[config.mk]
export PLATFORM = sky130hd
export DESIGN_NAME = tsc_gate
export DESIGN_NICKNAME = d
export VERILOG_FILES = /design/src/rtl/tsc_pkg.sv /design/src/rtl/tsc_counter.sv /design/src/rtl/tsc_access_check.sv /design/src/rtl/tsc_read_resp.sv /design/src/rtl/tsc_gate.sv
export SDC_FILE = /design/constraint.sdc
export NUM_CORES = 1
export LEC_CHECK = 0
export CAP_MARGIN = 25
export CORE_UTILIZATION = 35
export DETAILED_ROUTE_END_ITERATION = 12
export GPL_TIMING_DRIVEN = 0
export PLACE_DENSITY = 0.6
export SYNTH_ARGS = -nofsm -noshare
export SYNTH_HDL_FRONTEND = slang
export SYNTH_SLANG_ARGS = --single-unit
[constraint.sdc]
create_clock -name clk -period 7.6 [get_ports clk]
set_input_delay 0.76 -clock clk [delete_from_list [all_inputs] [get_ports clk]]
set_output_delay 0.76 -clock clk [all_outputs]
set_load 0.02 [all_outputs]
[src/rtl/tsc_pkg.sv]
package tsc_pkg;

    localparam int TSC_W   = 64;
    localparam int CODE_W  = 16;
    localparam int CPL_W   = 2;

    typedef enum logic [1:0] {
        OPM_REAL = 2'd0,
        OPM_PROT = 2'd1,
        OPM_V86  = 2'd2,
        OPM_RSVD = 2'd3
    } op_mode_e;

    typedef struct packed {
        logic grant;
        logic fault;
        logic has_code;
    } acc_verdict_t;

    // Access rule: disabled timestamp only readable at level 0 in protected mode.
    function automatic acc_verdict_t judge(input op_mode_e mode,
                                           input logic [CPL_W-1:0] cpl,
                                           input logic tsd);
        acc_verdict_t v;
        v.grant    = !tsd || (mode == OPM_PROT && cpl == '0);
        v.fault    = !v.grant;
        v.has_code = v.fault && (mode != OPM_REAL);
        return v;
    endfunction

endpackage

[src/rtl/tsc_counter.sv]
module tsc_counter #(
    parameter int CNT_W = 64
) (
    input  logic             clk,
    input  logic             rst,
    input  logic             ld_en,
    input  logic [CNT_W-1:0] ld_val,
    output logic [CNT_W-1:0] count_q
);

    always_ff @(posedge clk) begin
        if (rst)        count_q <= '0;
        else if (ld_en) count_q <= ld_val;
        else            count_q <= count_q + 1'b1;
    end

    AST_COUNT_STEP: assert property (@(posedge clk) disable iff (rst)
        (!$past(rst) && !$past(ld_en)) |-> count_q == $past(count_q) + 1'b1);

    AST_LOAD_TAKES: assert property (@(posedge clk) disable iff (rst)
        (!$past(rst) && $past(ld_en)) |-> count_q == $past(ld_val));

    AST_RESET_ZERO: assert property (@(posedge clk) disable iff (rst)
        $past(rst) |-> count_q == '0);

endmodule

[src/rtl/tsc_access_check.sv]
module tsc_access_check
    import tsc_pkg::*;
(
    input  logic [1:0]       mode,
    input  logic [CPL_W-1:0] cpl,
    input  logic             tsd,
    output acc_verdict_t     verdict
);

    op_mode_e m;

    always_comb begin
        m       = op_mode_e'(mode);
        verdict = judge(m, cpl, tsd);
    end

endmodule

[src/rtl/tsc_read_resp.sv]
module tsc_read_resp
    import tsc_pkg::*;
#(
    parameter int CNT_W = 64
) (
    input  logic              clk,
    input  logic              rst,
    input  logic              req,
    input  acc_verdict_t      verdict,
    input  logic [CNT_W-1:0]  sample,
    output logic              ok_q,
    output logic              flt_q,
    output logic              has_code_q,
    output logic [CNT_W-1:0]  value_q
);

    always_ff @(posedge clk) begin
        if (rst) begin
            ok_q       <= 1'b0;
            flt_q      <= 1'b0;
            has_code_q <= 1'b0;
            value_q    <= '0;
        end else begin
            ok_q       <= req && verdict.grant;
            flt_q      <= req && verdict.fault;
            has_code_q <= req && verdict.has_code;
            value_q    <= (req && verdict.grant) ? sample : '0;
        end
    end

    AST_SLOT_FILLED: assert property (@(posedge clk) disable iff (rst)
        req |=> (ok_q || flt_q));

    AST_IDLE_QUIET: assert property (@(posedge clk) disable iff (rst)
        !req |=> (!ok_q && !flt_q));

    AST_EXCLUSIVE: assert property (@(posedge clk) disable iff (rst)
        !(ok_q && flt_q));

    AST_FAULT_NO_DATA: assert property (@(posedge clk) disable iff (rst)
        flt_q |-> value_q == '0);

    AST_DATA_SAMPLE: assert property (@(posedge clk) disable iff (rst)
        (req && verdict.grant) |=> value_q == $past(sample));

endmodule

[src/rtl/tsc_gate.sv]
module tsc_gate
    import tsc_pkg::*;
#(
    parameter int CNT_W    = TSC_W,
    parameter bit HAS_LOAD = 1'b1
) (
    input  logic                clk,
    input  logic                rst,
    input  logic                rd_req,
    input  logic [1:0]          rd_mode,
    input  logic [CPL_W-1:0]    rd_cpl,
    input  logic                rd_tsd,
    input  logic                wr_en,
    input  logic [CNT_W-1:0]    wr_data,
    output logic                rsp_valid,
    output logic [CNT_W/2-1:0]  rsp_hi,
    output logic [CNT_W/2-1:0]  rsp_lo,
    output logic                flt_valid,
    output logic                flt_has_code,
    output logic [CODE_W-1:0]   flt_code
);

    localparam int HALF_W = CNT_W / 2;

    logic               ld_en;
    logic [CNT_W-1:0]   ld_val;
    logic [CNT_W-1:0]   count_q;
    logic [CNT_W-1:0]   value_q;
    acc_verdict_t       verdict;

    generate
        if (HAS_LOAD) begin : g_load
            assign ld_en  = wr_en;
            assign ld_val = wr_data;
        end else begin : g_noload
            assign ld_en  = 1'b0;
            assign ld_val = '0;
        end
    endgenerate

    tsc_counter #(.CNT_W(CNT_W)) u_cnt (
        .clk     (clk),
        .rst     (rst),
        .ld_en   (ld_en),
        .ld_val  (ld_val),
        .count_q (count_q)
    );

    tsc_access_check u_chk (
        .mode    (rd_mode),
        .cpl     (rd_cpl),
        .tsd     (rd_tsd),
        .verdict (verdict)
    );

    tsc_read_resp #(.CNT_W(CNT_W)) u_resp (
        .clk        (clk),
        .rst        (rst),
        .req        (rd_req),
        .verdict    (verdict),
        .sample     (count_q),
        .ok_q       (rsp_valid),
        .flt_q      (flt_valid),
        .has_code_q (flt_has_code),
        .value_q    (value_q)
    );

    assign rsp_hi   = value_q[CNT_W-1:HALF_W];
    assign rsp_lo   = value_q[HALF_W-1:0];
    assign flt_code = '0;

    AST_DISABLED_OUTSIDE_PROT: assert property (@(posedge clk) disable iff (rst)
        (rd_req && rd_tsd && rd_mode != 2'd1) |=> flt_valid);

    AST_PROT_USER_FAULTS: assert property (@(posedge clk) disable iff (rst)
        (rd_req && rd_tsd && rd_mode == 2'd1 && rd_cpl != '0) |=> (flt_valid && flt_has_code));

    AST_ENABLED_GRANTS: assert property (@(posedge clk) disable iff (rst)
        (rd_req && !rd_tsd) |=> rsp_valid);

    AST_CODE_ZERO: assert property (@(posedge clk) disable iff (rst)
        flt_valid |-> flt_code == '0);

endmodule

==> impl_metrics.csv, run 1 <==
group,metric,value,unit
placement,dp_cells,1013,
sta,rsz0062_at_grt,"false",
floorplanning,dieWidth,129.7,µm
critical_path,cp_slowest_stage_delay,0.54,ns
critical_path,worstPathRequired,7.89,ns
grt,grt_max_degree,17,
yosys,ys_async_sr_fraction,0,%
clock_network,clkSinkCount,131,
critical_path,critPathLaunchType,"primary input",
power,ir_drop,0.0001566,V
floorplanning,dieHeight,129.7,µm
cells_and_area,final_cell_mix,"clkdlybuf4s50_1 (138), dfxtp_1 (131), and2_1 (68)",
yosys,synthCells,643,
sta,setup_viol,0,
yosys,synthXorXnorAreaFrac,5.219,%
critical_path,worst_setup_path_end_kind,"flop",
route,dr.pass1.iters,4,
critical_path,critPathKind,"primary input to flop",
placement,place_area,0.007418,mm²
sta,fin_ws,4.789,ns
job,maxCapViolCount,0,
cells_and_area,num_antenna_cells,0,
yosys,synth_top_family_by_area,"simple AND/OR/NAND/NOR gates",
yosys,yosys.area_share.adder,0.2193,%
floorplanning,dieArea,0.01682,mm²
placement,dp_hpwl,13420,µm
grt,antenna_found_initial,1,
placement,place.gp.congestion,0.8401,
clock_network,cts_resized,0,
floorplanning,rows,46,
route,finalWirelength,18240,µm
yosys,synth_simple_gate_area_share,30.42,%
sta,tns,0,ns
sta,slew_violations,0,
power,power,1.749,mW
clock_network,cts_tree,"yes",
clock_network,clk_path_buf_depth,2,
cells_and_area,layout-drive-gt1-share,6.755,%
sta,slew_headroom,36.42,%
power,p_per_area,218.3,mW/mm²
cells_and_area,stdcell_count,1045,
yosys,synth_area,0.005705,mm²
route,avgViaCountPerCell,5.155,
clock_network,h-tree-depth,4,
critical_path,cp_slowest_cell,"buf_1",
route,drc,0,
clock_network,post_cts_buffers,0,
power,cellLeakagePower,2.875,nW
clock_network,hold_buffers,0,
yosys,seq_area_frac_synth,45.96,%
grt,grt.total_usage,22.50,%
outcome,status,"completed",
yosys,synth_seq_cells,131,
yosys,yosys_warnings,0,
cells_and_area,final_nets,890,
critical_path,worstPathArrival,3.10,ns
sta,hold_viol,0,
placement,io_buffers,138,
sta,period_needed,2.811,ns
floorplanning,coreArea,0.01589,mm²
placement,pre_cts_ws,4.378,ns
worst_hold_path,min_path_type,"flop to flop",
sta,timing.fmax,0.3557,GHz
yosys,syn_area_per_cell,8.873,µm²
clock_network,cts-root-buf,"clkbuf_16",
sta,finalClockSkew,0.007520,ns
yosys,synth-main-ff-cell,"dfxtp_1",
sta,worstMarginPinSlew,0.9537,ns
grt,grt_pass1_vias,5280,
floorplanning,initial_core_util,35.92,%
cells_and_area,areaGrowthSynthToFinish,40.46,%
route,via_count,5387,
route,wl_per_cell,17.45,µm
sta,hold-worst-slack,0.5009,ns
yosys,synth-edff-count,0,
cells_and_area,final_common_cell,"clkdlybuf4s50_1",
yosys,synth_cell_type_count,54,
grt,grt_pass1_wl,28230,µm
critical_path,crit_path_max_fanout,10,
grt,overflow,0,
critical_path,crit_chain,"clkdlybuf4s50_1 > clkbuf_1 > buf_1 > clkbuf_1 > nor2_1 > a21oi_1 > nor2_1",
clock_network,clock_latency,0.42,ns
clock_network,clk_pin_slew,0.06,ns
floorplanning,io_pins,156,
yosys,synth_mux_area_share,0.8772,%
cells_and_area,final_area,0.008014,mm²
sta,period_share,36.99,%
route,ant_nets,0,
clock_network,numCtsBuffers,17,
cells_and_area,post-route-util,50.45,%
route,drt_iter0_markers,289,
yosys,synth_compound_area_share,11.18,%
flip-flops by register name, indices dropped and copies added (netlist names):
register	count
u_cnt.count_q	64
u_resp.value_q	64
u_resp.flt_q	1
u_resp.has_code_q	1
u_resp.ok_q	1
path summary, 6_finish.rpt:
kind                                        start                  to  slack, ns  depth (start not counted)
worst max-delay path                        wr_en    u_cnt.count_q[4]       4.79                          7
worst min-delay path            u_cnt.count_q[19]  u_resp.value_q[19]       0.50                          1
worst min register to register  u_cnt.count_q[19]  u_resp.value_q[19]       0.50                          1
worst max register to register  u_cnt.count_q[16]   u_cnt.count_q[47]       4.79                          7
synthesized netlist by cell type, types with 2 or more instances:
cell type  number  share of area [%]
xnor2_1        22                3.4
inv_1          10               0.66
nand2b_1        2               0.22
a2111oi_0       3               0.46
dfxtp_1       131                 46
nor3_1         14                1.2
nor4b_1         2               0.31
clkbuf_1       38                2.5
a311oi_1       12                1.8
nor2_1         67                4.4
nand3_1        24                2.1
mux2i_1         5               0.88
a21oi_1         6               0.53
or4_1          12                1.6
a211oi_1       27                3.6
o211a_1         2               0.35
nor2b_1         3               0.33
a32oi_1         4               0.61
a31oi_1         4               0.44
and4_1          8                1.2
or3_1           6               0.66
and3_1         12                1.3
buf_4          16                2.1
or2_0           2               0.22
buf_6           2               0.39
nand2_1        34                2.2
buf_1           5               0.33
xor2_1         12                1.8
nor4_1         25                2.7
nand4_1        28                3.1
and2_1         68                7.5
or2_2           2               0.22
o21ai_0         9               0.79
o31ai_1         5               0.66
a311o_1         2               0.35
report_power, final:
part	total [mW]	leakage [nW]	internal [mW]	switching (mW)
Sequential	0.754	1.07	0.719	0.0354
Combinational	0.166	1.51	0.0841	0.0815
Clock	0.829	0.294	0.530	0.299
routing by layer:
layer	wire length (µm)	vias to the layer above	global-route usage [%]
met5	0	-	0
li1	-	2628	-
met3	1158	24	4.418
met1	8370	2520	29.16
met4	286	0	8.276
met2	8420	215	37.02
cell type report:
type / instances / area [µm²]
sequential: 131 / 2623
clock buffer: 22 / 464.2
multi-input combinational: 455 / 2794
fill: 1514 / 7871
timing repair buffer: 139 / 1386
clock inverter: 10 / 131.4
buffer: 61 / 304.0
inverter: 11 / 41.29
tap: 216 / 270.3
critical path, delay by kind of cell:
family	cells	cell delay [ns]
buf+inv	4	2.00
compound gates	1	0.15
simple gates	2	0.17
cells by family after synthesis:
group	after synthesis
buffers and inverters	72
muxes	5
AOI/OAI and AO/OA	84
xor gates and xnor gates	34
and+or+nand+nor	315
DFF	131
other	1
adders and majority gates	1
Power figures use the tool's default switching activity.
==> run 2, diff against run 1 <==
==> constraint.sdc (replaced) <==
create_clock -name clk -period 2.6 [get_ports clk]
set_input_delay 0.26 -clock clk [delete_from_list [all_inputs] [get_ports clk]]
set_output_delay 0.26 -clock clk [all_outputs]
set_load 0.02 [all_outputs]
==> run 2 against run 1 <==
  * Sequential power grew to 2.9 times the previous value
  * Cell count hardly changed
  * Critical path depth stayed put
  * Via count is 0.54% higher
  * Highest routed layer unchanged
==> impl_metrics.csv, run 2 (synthesized netlist as in run 1, its figures left out) <==
group,metric,value,unit
clock_network,hold_buffers,0,
grt,antenna_found_initial,1,
sta,period_share,99.32,%
cells_and_area,layout-drive-gt1-share,11.08,%
cells_and_area,num_antenna_cells,0,
sta,period_needed,2.582,ns
clock_network,clk_path_buf_depth,2,
sta,worstMarginPinSlew,0.9538,ns
cells_and_area,filler_cell_count,1504,
sta,fin_ws,0.01768,ns
grt,grt_max_degree,17,
floorplanning,initial_core_util,35.92,%
sta,timing.fmax,0.3872,GHz
cells_and_area,final_nets,891,
critical_path,crit_chain,"nand4_1 > buf_4 > or4_4 > or3_4 > buf_6 > or4_1 > a311oi_1",
cells_and_area,areaGrowthSynthToFinish,42.00,%
power,ir_drop,0.0004607,V
critical_path,worstPathArrival,2.91,ns
cells_and_area,final_cell_mix,"clkdlybuf4s50_1 (138), dfxtp_1 (111), and2_1 (68)",
critical_path,r2r-start,"u_cnt.count_q[16]",
clock_network,clkSinkCount,131,
clock_network,clock_latency,0.43,ns
floorplanning,rows,46,
route,drt_iter0_markers,301,
critical_path,timing.rr.end,"u_cnt.count_q[47]",
route,via_count,5416,
clock_network,clk_pin_slew,0.06,ns
floorplanning,coreArea,0.01589,mm²
critical_path,cp_slowest_cell,"or4_4",
job,maxCapViolCount,0,
route,avgViaCountPerCell,5.178,
cells_and_area,final_common_cell,"clkdlybuf4s50_1",
clock_network,numCtsBuffers,17,
placement,dp_hpwl,13420,µm
power,power,5.120,mW
cells_and_area,reg_top3,"u_cnt.count_q: 64 flops, u_resp.value_q: 64 flops",
grt,overflow,0,
power,p_per_area,631.9,mW/mm²
route,ant_nets,0,
route,finalWirelength,18360,µm
sta,hold_viol,0,
worst_hold_path,worstHoldEndpoint,"u_cnt.count_q[19]",
floorplanning,dieHeight,129.7,µm
sta,slew_headroom,36.41,%
outcome,status,"completed",
sta,rsz0062_at_grt,"true",
critical_path,reg2regPathDepth,7,
critical_path,critPathKind,"flop to flop",
critical_path,worst_setup_path_end_kind,"flop",
sta,slew_violations,0,
worst_hold_path,hold_depth,3,
placement,io_buffers,138,
power,cellLeakagePower,2.903,nW
route,dr.pass1.iters,5,
grt,grt_pass1_vias,5307,
worst_hold_path,min_path_type,"primary input to flop",
placement,place.gp.congestion,0.8401,
clock_network,h-tree-depth,4,
grt,grt.total_usage,22.62,%
sta,tns,0,ns
grt,grt_pass1_wl,28390,µm
critical_path,worstPathRequired,2.93,ns
clock_network,cts-root-buf,"clkbuf_16",
critical_path,crit_path_max_fanout,10,
floorplanning,dieWidth,129.7,µm
floorplanning,dieArea,0.01682,mm²
sta,setup_viol,0,
critical_path,r2r_slack,0.02,ns
sta,finalClockSkew,0.008483,ns
route,wl_per_cell,17.55,µm
critical_path,critPathLaunchType,"flop",
clock_network,cts_tree,"yes",
placement,pre_cts_ws,-0.1968,ns
route,drc,0,
critical_path,cp_slowest_stage_delay,0.54,ns
floorplanning,io_pins,156,
worst_hold_path,hold_start,"wr_data[19]",
## run 2: worst max path at each step
stage	from	endpoint	slack, ns	cells after the start
3_3_place_gp	u_cnt.count_q[0]	u_cnt.count_q[56]	-0.14	8
4_1_cts	u_cnt.count_q[16]	u_cnt.count_q[47]	-0.001	7
6_report	u_cnt.count_q[16]	u_cnt.count_q[47]	0.02	7
3_5_place_dp	u_cnt.count_q[16]	u_cnt.count_q[47]	-0.20	7
5_1_grt	u_cnt.count_q[0]	u_cnt.count_q[47]	-0.08	6
2_1_floorplan	u_cnt.count_q[26]	u_cnt.count_q[47]	0.12	7
## run 2: area by class of cell
class	count	area, µm²	share of cell area (%)
tap	216	270.3	3.336
buffer	56	279.0	3.444
timing repair buffer	145	1431	17.67
multi-input combinational	455	2834	34.98
inverter	11	41.29	0.5097
sequential	131	2650	32.71
clock inverter	10	131.4	1.622
clock buffer	22	464.2	5.730
## run 2: what timing repair did
action / in CTS / in global routing
setup buffers: 4 / 2
resized for setup: 21 / 12
pin swaps: 4 / 1
setup endpoints to repair: 10 / 11
## run 2: report_power, final
group          switching [mW]  internal, mW  leakage [nW]
registers               0.104          2.11          1.08
clock network           0.873          1.55         0.294
logic                   0.240         0.248          1.53
## run 2: stage by stage
step,util (%),instance area [µm²],hold slack (ns),cells
after floorplan,-,5762,0.3690,658
after global placement,46.67,7413,0.4900,1012
after detailed placement,46.70,7418,0.4945,1013
after CTS,50.70,8054,0.4101,1045
after global routing,51.00,8102,0.4213,1046
final,51.00,8102,0.4137,1046
## run 2: metal layers
layer | track usage [%] | up-vias | wire length, µm
li1 | - | 2627 | -
met1 | 29.31 | 2541 | 8464
met2 | 37.31 | 224 | 8448
met3 | 4.335 | 24 | 1151
met4 | 8.345 | 0 | 298
met5 | 0 | - | 0
## run 2: worst max-delay path, delay by kind of cell (launching register included)
kind | cells | cell delay, ns
and+or+nand+nor | 4 | 1.53
DFF | 1 | 0.37
buffers and inverters | 2 | 0.31
AOI/OAI and AO/OA | 1 | 0.27
